<file path="config.mk">
export PLATFORM = sky130hd
export DESIGN_NAME = irq_ctl_unit
export DESIGN_NICKNAME = d
export VERILOG_FILES = /design/src/rtl/irq_ctl_pkg.sv /design/src/rtl/irq_op_decode.sv /design/src/rtl/irq_wait_fsm.sv /design/src/rtl/irq_state_reg.sv /design/src/rtl/irq_ctl_unit.sv
export SDC_FILE = /design/constraint.sdc
export NUM_CORES = 1
export LEC_CHECK = 0
export ABC_AREA = 0
export BUFFER_PORTS_ARGS = -buffer_cell sky130_fd_sc_hd__buf_2
export CAP_MARGIN = 5
export CORE_ASPECT_RATIO = 0.75
export CORE_MARGIN = 4
export CORE_UTILIZATION = 28
export DETAILED_ROUTE_END_ITERATION = 10
export PLACE_DENSITY = 0.82
export RECOVER_POWER = 25
export SYNTH_ARGS = -nofsm -noshare
export SYNTH_HDL_FRONTEND = slang
export SYNTH_SLANG_ARGS = --single-unit
</file>
<file path="constraint.sdc">
create_clock -name clk -period 1.9 [get_ports clk]
set_input_delay 0.095 -clock clk [delete_from_list [all_inputs] [get_ports clk]]
set_output_delay 0.095 -clock clk [all_outputs]
set_load 0.05 [all_outputs]
</file>
<file path="src/rtl/irq_ctl_pkg.sv">
package irq_ctl_pkg;
    localparam logic [31:0] SLEEP_WORD  = 32'h7000_0000;
    localparam logic [31:0] STATE_MASK  = 32'hFFFF_07FF;
    localparam logic [31:0] GET_PATTERN = 32'h7000_0024;
    localparam logic [31:0] SET_PATTERN = 32'h7000_0026;
    localparam int unsigned IDX_LSB     = 11;

    typedef enum logic {
        WAIT_RUN   = 1'b0,
        WAIT_SLEEP = 1'b1
    } wait_state_e;

    typedef enum logic [1:0] {
        OP_NONE  = 2'd0,
        OP_SLEEP = 2'd1,
        OP_GET   = 2'd2,
        OP_SET   = 2'd3
    } op_e;
endpackage

</file>
<file path="src/rtl/irq_op_decode.sv">
module irq_op_decode
    import irq_ctl_pkg::*;
#(
    parameter int unsigned INSTR_W   = 32,
    parameter int unsigned REG_IDX_W = 5
) (
    input  logic [INSTR_W-1:0]   instr_i,
    input  logic                 vld_i,
    input  logic                 accept_i,
    output op_e                  op_o,
    output logic [REG_IDX_W-1:0] idx_o
);
    logic take;

    always_comb begin
        take  = vld_i && accept_i;
        idx_o = instr_i[IDX_LSB +: REG_IDX_W];
        op_o  = OP_NONE;
        if (take) begin
            if (instr_i == SLEEP_WORD)
                op_o = OP_SLEEP;
            else if ((instr_i & STATE_MASK) == GET_PATTERN)
                op_o = OP_GET;
            else if ((instr_i & STATE_MASK) == SET_PATTERN)
                op_o = OP_SET;
        end
    end
endmodule

</file>
<file path="src/rtl/irq_wait_fsm.sv">
module irq_wait_fsm
    import irq_ctl_pkg::*;
#(
    parameter int unsigned NIRQ = 8
) (
    input  logic            clk,
    input  logic            rst_n,
    input  logic            sleep_req_i,
    input  logic [NIRQ-1:0] irq_req_i,
    output logic            stall_o,
    output logic            asleep_o
);
    wait_state_e state_q, state_d;
    logic        wake;

    always_ff @(posedge clk) begin
        if (!rst_n) state_q <= WAIT_RUN;
        else        state_q <= state_d;
    end

    always_comb begin
        wake    = |irq_req_i;
        state_d = state_q;
        unique case (state_q)
            WAIT_RUN:   if (sleep_req_i) state_d = WAIT_SLEEP;
            WAIT_SLEEP: if (wake)        state_d = sleep_req_i ? WAIT_SLEEP : WAIT_RUN;
            default:                     state_d = WAIT_RUN;
        endcase
    end

    always_comb begin
        stall_o  = 1'b0;
        asleep_o = 1'b0;
        unique case (state_q)
            WAIT_RUN:   stall_o = 1'b0;
            WAIT_SLEEP: begin
                asleep_o = 1'b1;
                stall_o  = !wake;
            end
            default:    stall_o = 1'b0;
        endcase
    end

    // a raised request line ends the sleep unless a new sleep is taken
    a_r3_wake_leaves_sleep: assert property (@(posedge clk) disable iff (!rst_n)
        (state_q == WAIT_SLEEP && (|irq_req_i) && !sleep_req_i) |=> state_q == WAIT_RUN);
    // with no request, the sleep persists
    a_r2_hold_sleep: assert property (@(posedge clk) disable iff (!rst_n)
        (state_q == WAIT_SLEEP && !(|irq_req_i)) |=> state_q == WAIT_SLEEP);
endmodule

</file>
<file path="src/rtl/irq_state_reg.sv">
module irq_state_reg
    import irq_ctl_pkg::*;
#(
    parameter int unsigned DATA_W    = 32,
    parameter int unsigned REG_IDX_W = 5
) (
    input  logic                 clk,
    input  logic                 rst_n,
    input  op_e                  op_i,
    input  logic [REG_IDX_W-1:0] idx_i,
    input  logic [DATA_W-1:0]    rt_data_i,
    output logic                 en_o,
    output logic                 rf_we_o,
    output logic [REG_IDX_W-1:0] rf_idx_o,
    output logic [DATA_W-1:0]    rf_wdata_o
);
    localparam logic [REG_IDX_W-1:0] ZERO_IDX = '0;

    always_ff @(posedge clk) begin
        if (!rst_n) begin
            en_o       <= 1'b0;
            rf_we_o    <= 1'b0;
            rf_idx_o   <= '0;
            rf_wdata_o <= '0;
        end else begin
            rf_we_o <= 1'b0;
            if (op_i == OP_SET)
                en_o <= rt_data_i[0];
            if (op_i == OP_GET && idx_i != ZERO_IDX) begin
                rf_we_o    <= 1'b1;
                rf_idx_o   <= idx_i;
                rf_wdata_o <= {{(DATA_W-1){1'b0}}, en_o};
            end
        end
    end

    // a set loads bit 0 of the operand
    a_r5_set_loads_bit0: assert property (@(posedge clk) disable iff (!rst_n)
        (op_i == OP_SET) |=> en_o == $past(rt_data_i[0]));
    // written value is zero-extended
    a_r4_zero_extend: assert property (@(posedge clk) disable iff (!rst_n)
        rf_we_o |-> rf_wdata_o[DATA_W-1:1] == '0);
    // register 0 is never written
    a_r6_no_zero_write: assert property (@(posedge clk) disable iff (!rst_n)
        rf_we_o |-> rf_idx_o != ZERO_IDX);
endmodule

</file>
<file path="src/rtl/irq_ctl_unit.sv">
module irq_ctl_unit
    import irq_ctl_pkg::*;
#(
    parameter int unsigned DATA_W    = 32,
    parameter int unsigned REG_IDX_W = 5,
    parameter int unsigned NIRQ      = 8
) (
    input  logic                 clk,
    input  logic                 rst_n,
    input  logic [31:0]          instr_i,
    input  logic                 instr_vld_i,
    input  logic [DATA_W-1:0]    rt_data_i,
    input  logic [NIRQ-1:0]      irq_req_i,
    output logic                 stall_o,
    output logic                 rf_we_o,
    output logic [REG_IDX_W-1:0] rf_idx_o,
    output logic [DATA_W-1:0]    rf_wdata_o,
    output logic                 irq_en_o
);
    op_e                  op;
    logic [REG_IDX_W-1:0] idx;
    logic                 asleep;
    logic                 stall;

    irq_op_decode #(.INSTR_W(32), .REG_IDX_W(REG_IDX_W)) u_dec (
        .instr_i  (instr_i),
        .vld_i    (instr_vld_i),
        .accept_i (!stall),
        .op_o     (op),
        .idx_o    (idx)
    );

    irq_wait_fsm #(.NIRQ(NIRQ)) u_fsm (
        .clk         (clk),
        .rst_n       (rst_n),
        .sleep_req_i (op == OP_SLEEP),
        .irq_req_i   (irq_req_i),
        .stall_o     (stall),
        .asleep_o    (asleep)
    );

    irq_state_reg #(.DATA_W(DATA_W), .REG_IDX_W(REG_IDX_W)) u_state (
        .clk        (clk),
        .rst_n      (rst_n),
        .op_i       (op),
        .idx_i      (idx),
        .rt_data_i  (rt_data_i),
        .en_o       (irq_en_o),
        .rf_we_o    (rf_we_o),
        .rf_idx_o   (rf_idx_o),
        .rf_wdata_o (rf_wdata_o)
    );

    assign stall_o = stall;

    // while stalled, the flag holds and nothing is written
    a_r10_stalled_ignored: assert property (@(posedge clk) disable iff (!rst_n)
        stall |=> (irq_en_o == $past(irq_en_o)) && !rf_we_o);
    // an accepted sleep word stalls next cycle unless a request is up
    a_r1_sleep_stalls: assert property (@(posedge clk) disable iff (!rst_n)
        (instr_vld_i && !stall && instr_i == SLEEP_WORD) |=> asleep);
    // stall never coexists with a raised request line
    a_r3_release: assert property (@(posedge clk) disable iff (!rst_n)
        (|irq_req_i) |-> !stall_o);
endmodule

</file>
==> results of run 1 <==
synth_stat cells, types with 2 or more instances:
cell type / n
dfxtp_1: 9
nor2_1: 4
nor3_1: 4
nand3_1: 6
or4_1: 2
buf_4: 31
nor4_1: 4
nand2_1: 4
a21oi_1: 6
o21ai_0: 5
and4b_1: 2
cell usage in the layout (no fill, tap or decap), types with 2 or more instances in the layout:
master,n
clkbuf_1,5
a21oi_1,6
buf_2,48
conb_1,31
nor2_1,4
o21ai_0,5
nand3_1,6
nor4_1,4
nor3_1,4
nand2_1,4
and4b_1,2
dfxtp_1,9
or4_1,2
clkbuf_4,3
area by class of cell:
type	instances	area, sq um	share of cell area
sequential	9	180	0.197
clock buffer	4	26.3	0.0287
inverter	1	3.75	0.00410
timing repair buffer	52	255	0.279
multi-input combinational	78	408	0.445
tap	34	42.5	0.0464
flip-flops by register name, summed over array words and instances, names as in the netlist:
register / count
u_state.rf_idx_o: 5
u_fsm.state_q: 1
u_state.en_o: 1
u_state.rf_wdata_o: 1
u_state.rf_we_o: 1
metal layers:
metal,vias up,global-route usage,share of wire
met5,-,0,0
met3,0,0.0540,0.13
met2,39,0.171,0.51
li1,369,-,-
met1,304,0.110,0.37
met4,0,0.0203,0
power groups by stage:
stage / clock, mW / combinational [mW] / sequential, mW
2_1_floorplan: 0 / 0.192 / 0.193
3_3_place_gp: 0 / 0.188 / 0.193
3_5_place_dp: 0 / 0.189 / 0.193
4_1_cts: 0.151 / 0.190 / 0.189
5_1_grt: 0.171 / 0.202 / 0.188
6_report: 0.143 / 0.192 / 0.189
worst paths after layout:
| check | depth (start not counted) | from | slack, ns | to |
|---|---|---|---|---|
| worst max-delay path | 4 | u_fsm.state_q | 0.29 | u_state.rf_idx_o[2] |
| worst min register to register | 2 | u_state.rf_wdata_o[0] | 0.46 | u_state.rf_wdata_o[0] |
| worst min-delay path | 2 | rt_data_i[0] | 0.08 | u_state.en_o |
| worst max register to register | 4 | u_fsm.state_q | 0.29 | u_state.rf_idx_o[2] |
critical path, cell delays in order (launching register included):
cell	delay [ns]
dfxtp_1	0.30
and4b_1	0.22
nor4_1	0.66
nand3_1	0.17
a21oi_1	0.19
cells by family (layout without fill, tap and decap cells):
logic type,Yosys count,in the layout
and+or+nand+nor,33,33
buffers and inverters,33,57
AOI/OAI and AO/OA,13,13
DFF,9,9
other,1,31
muxes,1,1
==> metrics, run 1 <==
Psw=0.218 mW; Post-Synth Adder-Cell Area=0; mux cell area share after synthesis=0.0138; vias=712; top_reg_cell synth=dfxtp_1; largest family of logic cells by synthesized area=buffers and inverters; Placement Rows=15; Design Area, Final=916 sq um; chip width=66.7 microns; PwrDens=approximately 570 nW/um^2; I/O pin cnt=115; DR WL/cell=around 10 microns; HP Class=in -> reg; post-synthesis sequential area ratio=0.249; GRT Residual Overflow=0; clock power share=0.273; Synth top area share=0.322; Synth Cell Area=723 sq um; maximum VDD drop=354 uV; Tcrit/Tclk final=0.848; layout cells sized above 1=0.375; FMAX=621 MHz; Die Ht=52.0 microns; Final Util=0.384; Layout fillers=between 200 and 300; final wirelength=1780 microns; # setup viols final=0; xor/xnor share of the synthesized area=0; root buf cell=clkbuf_4; post-route non-filler standard cell count=around 180; Placed Cells=174; Cell Area, Placed=895 sq um; vias per cell=4.00; Comb power frac=0.366; number of port buffers=52; Synth cell types=24; CTS max path bufs=2; # hold bufs at CTS=0; status=completed; leak pwr=0.466 nW; TritonCTS buffer count=3; post-synthesis simple-gate area fraction=0.291; Critical Path Start Type=flop; TritonCTS clock tree=done; Max-Cap Viols=0; synth top area cells=buf_4 32%, dfxtp_1 25%, a21oi_1 4.2%; #FFs+latches synth=9; Worst-path clk slew=0.06 ns; skew final=0.00341 ns; initial antenna violation count=0; Syn Inst Count=90; Period minus WS final=1.61 ns; initial core utilization=0.303; Relative slew margins=0.521; first-pass GRT wire length=2650 microns; Min Hold Slack=0.0761 ns; RSZ-0062 raised after global routing=false; gr usage total=0.100; Net Sw Frac=0.417; Post-synth ARST share=0; drt drc=0; 1st-iter DRT viols=5; pin count of the biggest net entering global routing=7; Crit. End Element=flop; Post-synth EDFFs=0; Compound-Gate Fraction of Synth Area=0.0986; routability congestion estimate=0.733; area grow syn2layout=26.6%; P_int=~0.3 mW; die area=3470 sq um; largest area contributor in the netlist=buf_4; post-CTS setup buffer count=0; syn avg cell area=~8 sq um; clk sink count=9; Critical Path AT=1.79 ns; worst skew pair latency=about 0.26 ns; Final Hold Viols=0; Max FO, Critical Path=5; vias in the first global route=643; Place WS=0.236 ns; Final Power=0.523 mW; Slew @ Worst Pin=0.712 ns; fin nets=220; Slew Viols, Final=0; Yosys warning count=0; first drt pass iteration count=4; n_diodes=0; sequential power share=0.361; crit path kind=reg -> reg; Worst Path Required=2.08 ns; Fin Setup TNS=0 ns; Core ar.=2380 sq um; antenna-violating nets left=0; H-Tree Depth=1; PnR worst setup slack=0.289 ns; CTS-repair resized insts=0; Post-DP HPWL=1570 microns
Power figures use the tool's default switching activity.
==> run 2, diff against run 1 <==
--- a/config.mk
+++ b/config.mk
@@ -10,9 +10,9 @@
 export CAP_MARGIN = 5
 export CORE_ASPECT_RATIO = 0.75
 export CORE_MARGIN = 4
-export CORE_UTILIZATION = 28
+export CORE_UTILIZATION = 25
 export DETAILED_ROUTE_END_ITERATION = 10
-export PLACE_DENSITY = 0.82
+export PLACE_DENSITY = 0.77
 export RECOVER_POWER = 25
 export SYNTH_ARGS = -nofsm -noshare
 export SYNTH_HDL_FRONTEND = slang
==> constraint.sdc (replaced) <==
create_clock -name clk -period 1.3 [get_ports clk]
set_input_delay 0.065 -clock clk [delete_from_list [all_inputs] [get_ports clk]]
set_output_delay 0.065 -clock clk [all_outputs]
set_load 0.05 [all_outputs]
==> run 2 against run 1 <==
  * The flow now finishes with violations (setup timing)
  * Sequential cell count unchanged
  * Cell count increased by 8.4%
  * Sequential power increased by 47%
  * Non-clock buffer count increased by 13
  * Final area increased by 17%
  * Sequential share of layout area decreased by 2.8 points
  * Core utilization increased by 1.4 points
  * Critical endpoint is now u_state.rf_idx_o[1]
==> metrics, run 2 (synthesis gave the netlist of run 1 again) <==
status=finished, violations left; failing checks=setup timing; Endpoint, Worst Hold=u_state.en_o; hold path depth=2 (unchanged); leak pwr=0.546 nW (+17%); fin nets=233 (+5.9%); 1st-iter DRT viols=11 (+6); min-delay src=rt_data_i[0]; cells along the critical path=and4b_2, or4_4, buf_4, o21ai_2, a21oi_1; clk sink count=9 (unchanged); antenna-violating nets left=0 (unchanged); PnR worst setup slack=-0.166 ns (-0.455 ns); layout cells sized above 1=0.465 (+0.0900); Critical-path top delay cell=or4_4; most common cell after layout, fill and taps aside=buf_2; DR WL/cell=10.5 microns (+4.9%); initial core utilization=0.270 (-0.0338); Post-DP HPWL=1720 microns (+9.7%); number of port buffers=52 (unchanged); vias=777 (+9.1%); worst r2r path cells=5 (+1); CP peak stage delay=0.48 ns (-0.18 ns); Max-Cap Viols=0 (unchanged); vias per cell=4.03 (+0.65%); vias in the first global route=672 (+4.5%); # setup viols final=7 (+7); die area=3830 sq um (+10%); Max FO, Critical Path=6 (+1); TritonCTS buffer count=3 (unchanged); area grow syn2layout=47.8%; Slew Viols, Final=0 (unchanged); routability congestion estimate=0.734 (+0.22%); RSZ-0062 raised after global routing=true; TritonCTS clock tree=done; R2R setup slack=-0.17 ns (-0.45 ns); Crit. End Element=flop; max FFs per register=5 (unchanged); cell family with most CP delay=simple AND/OR/NAND/NOR gates; Critical Path Start Type=flop; I/O pin cnt=115 (unchanged); HP Class=in -> reg; FMAX=682 MHz (+9.9%); Period minus WS final=1.47 ns (-0.145 ns); reg2reg end=u_state.rf_idx_o[1]; first drt pass iteration count=4 (unchanged); Critical Path AT=1.58 ns (-0.21 ns); Final Power=0.890 mW (+70%); Bufs and invs on worst path=1 (+1); Placement Rows=16 (+1); chip width=70.1 microns (+5.1%); H-Tree Depth=1 (unchanged); Die Ht=54.6 microns (+4.9%); PwrDens=833 nW/um^2 (+46%); drt drc=0 (unchanged); Design Area, Final=1070 sq um (+17%); Final Hold Viols=0 (unchanged); initial antenna violation count=0 (unchanged); root buf cell=clkbuf_8; Worst Path Required=1.42 ns (-0.66 ns); n_diodes=0 (unchanged); Tcrit/Tclk final=1.13 (+0.280); Slew @ Worst Pin=0.602 ns (-0.110 ns); Core ar.=2680 sq um (+13%); worst skew pair latency=0.23 ns (-0.03 ns); CTS max path bufs=2 (unchanged); Top reg by flops=u_state.rf_idx_o; gr usage total=0.0954 (-0.00475); FF-to-FF Start=u_fsm.state_q; pin count of the biggest net entering global routing=7 (unchanged); Fin Setup TNS=-0.811 ns (-0.811 ns); maximum VDD drop=414 uV (+17%); crit path kind=reg -> reg; skew final=0.00207 ns (-0.00134 ns); Cell Area, Placed=972 sq um (+8.7%); commonest non-fill, non-tap cells in the layout=50 x buf_2, 31 x conb_1, 13 x buf_4; final wirelength=2030 microns (+14%); Final Util=0.398 (+0.0141); Worst-path clk slew=0.04 ns (-0.02 ns); first-pass GRT wire length=2790 microns (+5.5%); GRT Residual Overflow=0 (unchanged); Relative slew margins=0.600 (+0.0793)
## run 2: how the worst max path moves through the flow
stage	from	endpoint	cells past startpoint
CTS	u_fsm.state_q	u_state.rf_wdata_o[0]	4
floorplan	u_fsm.state_q	u_state.rf_wdata_o[0]	5
global placement	instr_i[4]	u_state.rf_idx_o[0]	7
global route	u_fsm.state_q	u_state.rf_wdata_o[0]	4
detailed placement	u_fsm.state_q	u_state.rf_idx_o[4]	4
finish	u_fsm.state_q	u_state.rf_idx_o[1]	5
## run 2: cell type report
cell class / count / area, sq um
clock buffers: 4 / 45.0
fillers: 300 / 1610
inverters: 1 / 3.75
multi-input cells: 78 / 439
flip-flops and latches: 9 / 180
well taps: 36 / 45.0
repair buffers: 65 / 355
## run 2: report_power, final
part	internal, mW	switching (mW)	total (mW)	leakage, nW
clock	0.213	0.106	0.319	0.0228
combinational	0.0612	0.233	0.294	0.451
sequential	0.277	0.000000000533	0.277	0.0724
total	0.552	0.339	0.890	0.546
## run 2: timing repair
action,in CTS,in global routing
setup endpoints to repair,8,9
hold buffers,0,0
gates cloned,0,0
pin swaps,1,3
setup buffers,0,3
gates resized for setup,3,4
## run 2: stage by stage
step	hold slack, ns	worst slack, ns	cells
6_report	0.0769	-0.166	193
5_1_grt	0.0763	-0.252	193
3_3_place_gp	0.312	-0.229	186
2_1_floorplan	0.192	-0.239	120
4_1_cts	0.0798	-0.146	190
3_5_place_dp	0.320	-0.241	186
## run 2: layer usage
metal	part of all wire	wire length, microns	GRT usage	up-vias
met5	0	0	0	-
met4	0.0079	16	0.0287	0
met3	0.12	242	0.0477	3
met2	0.52	1060	0.169	47
met1	0.35	706	0.103	335
li1	-	-	-	392
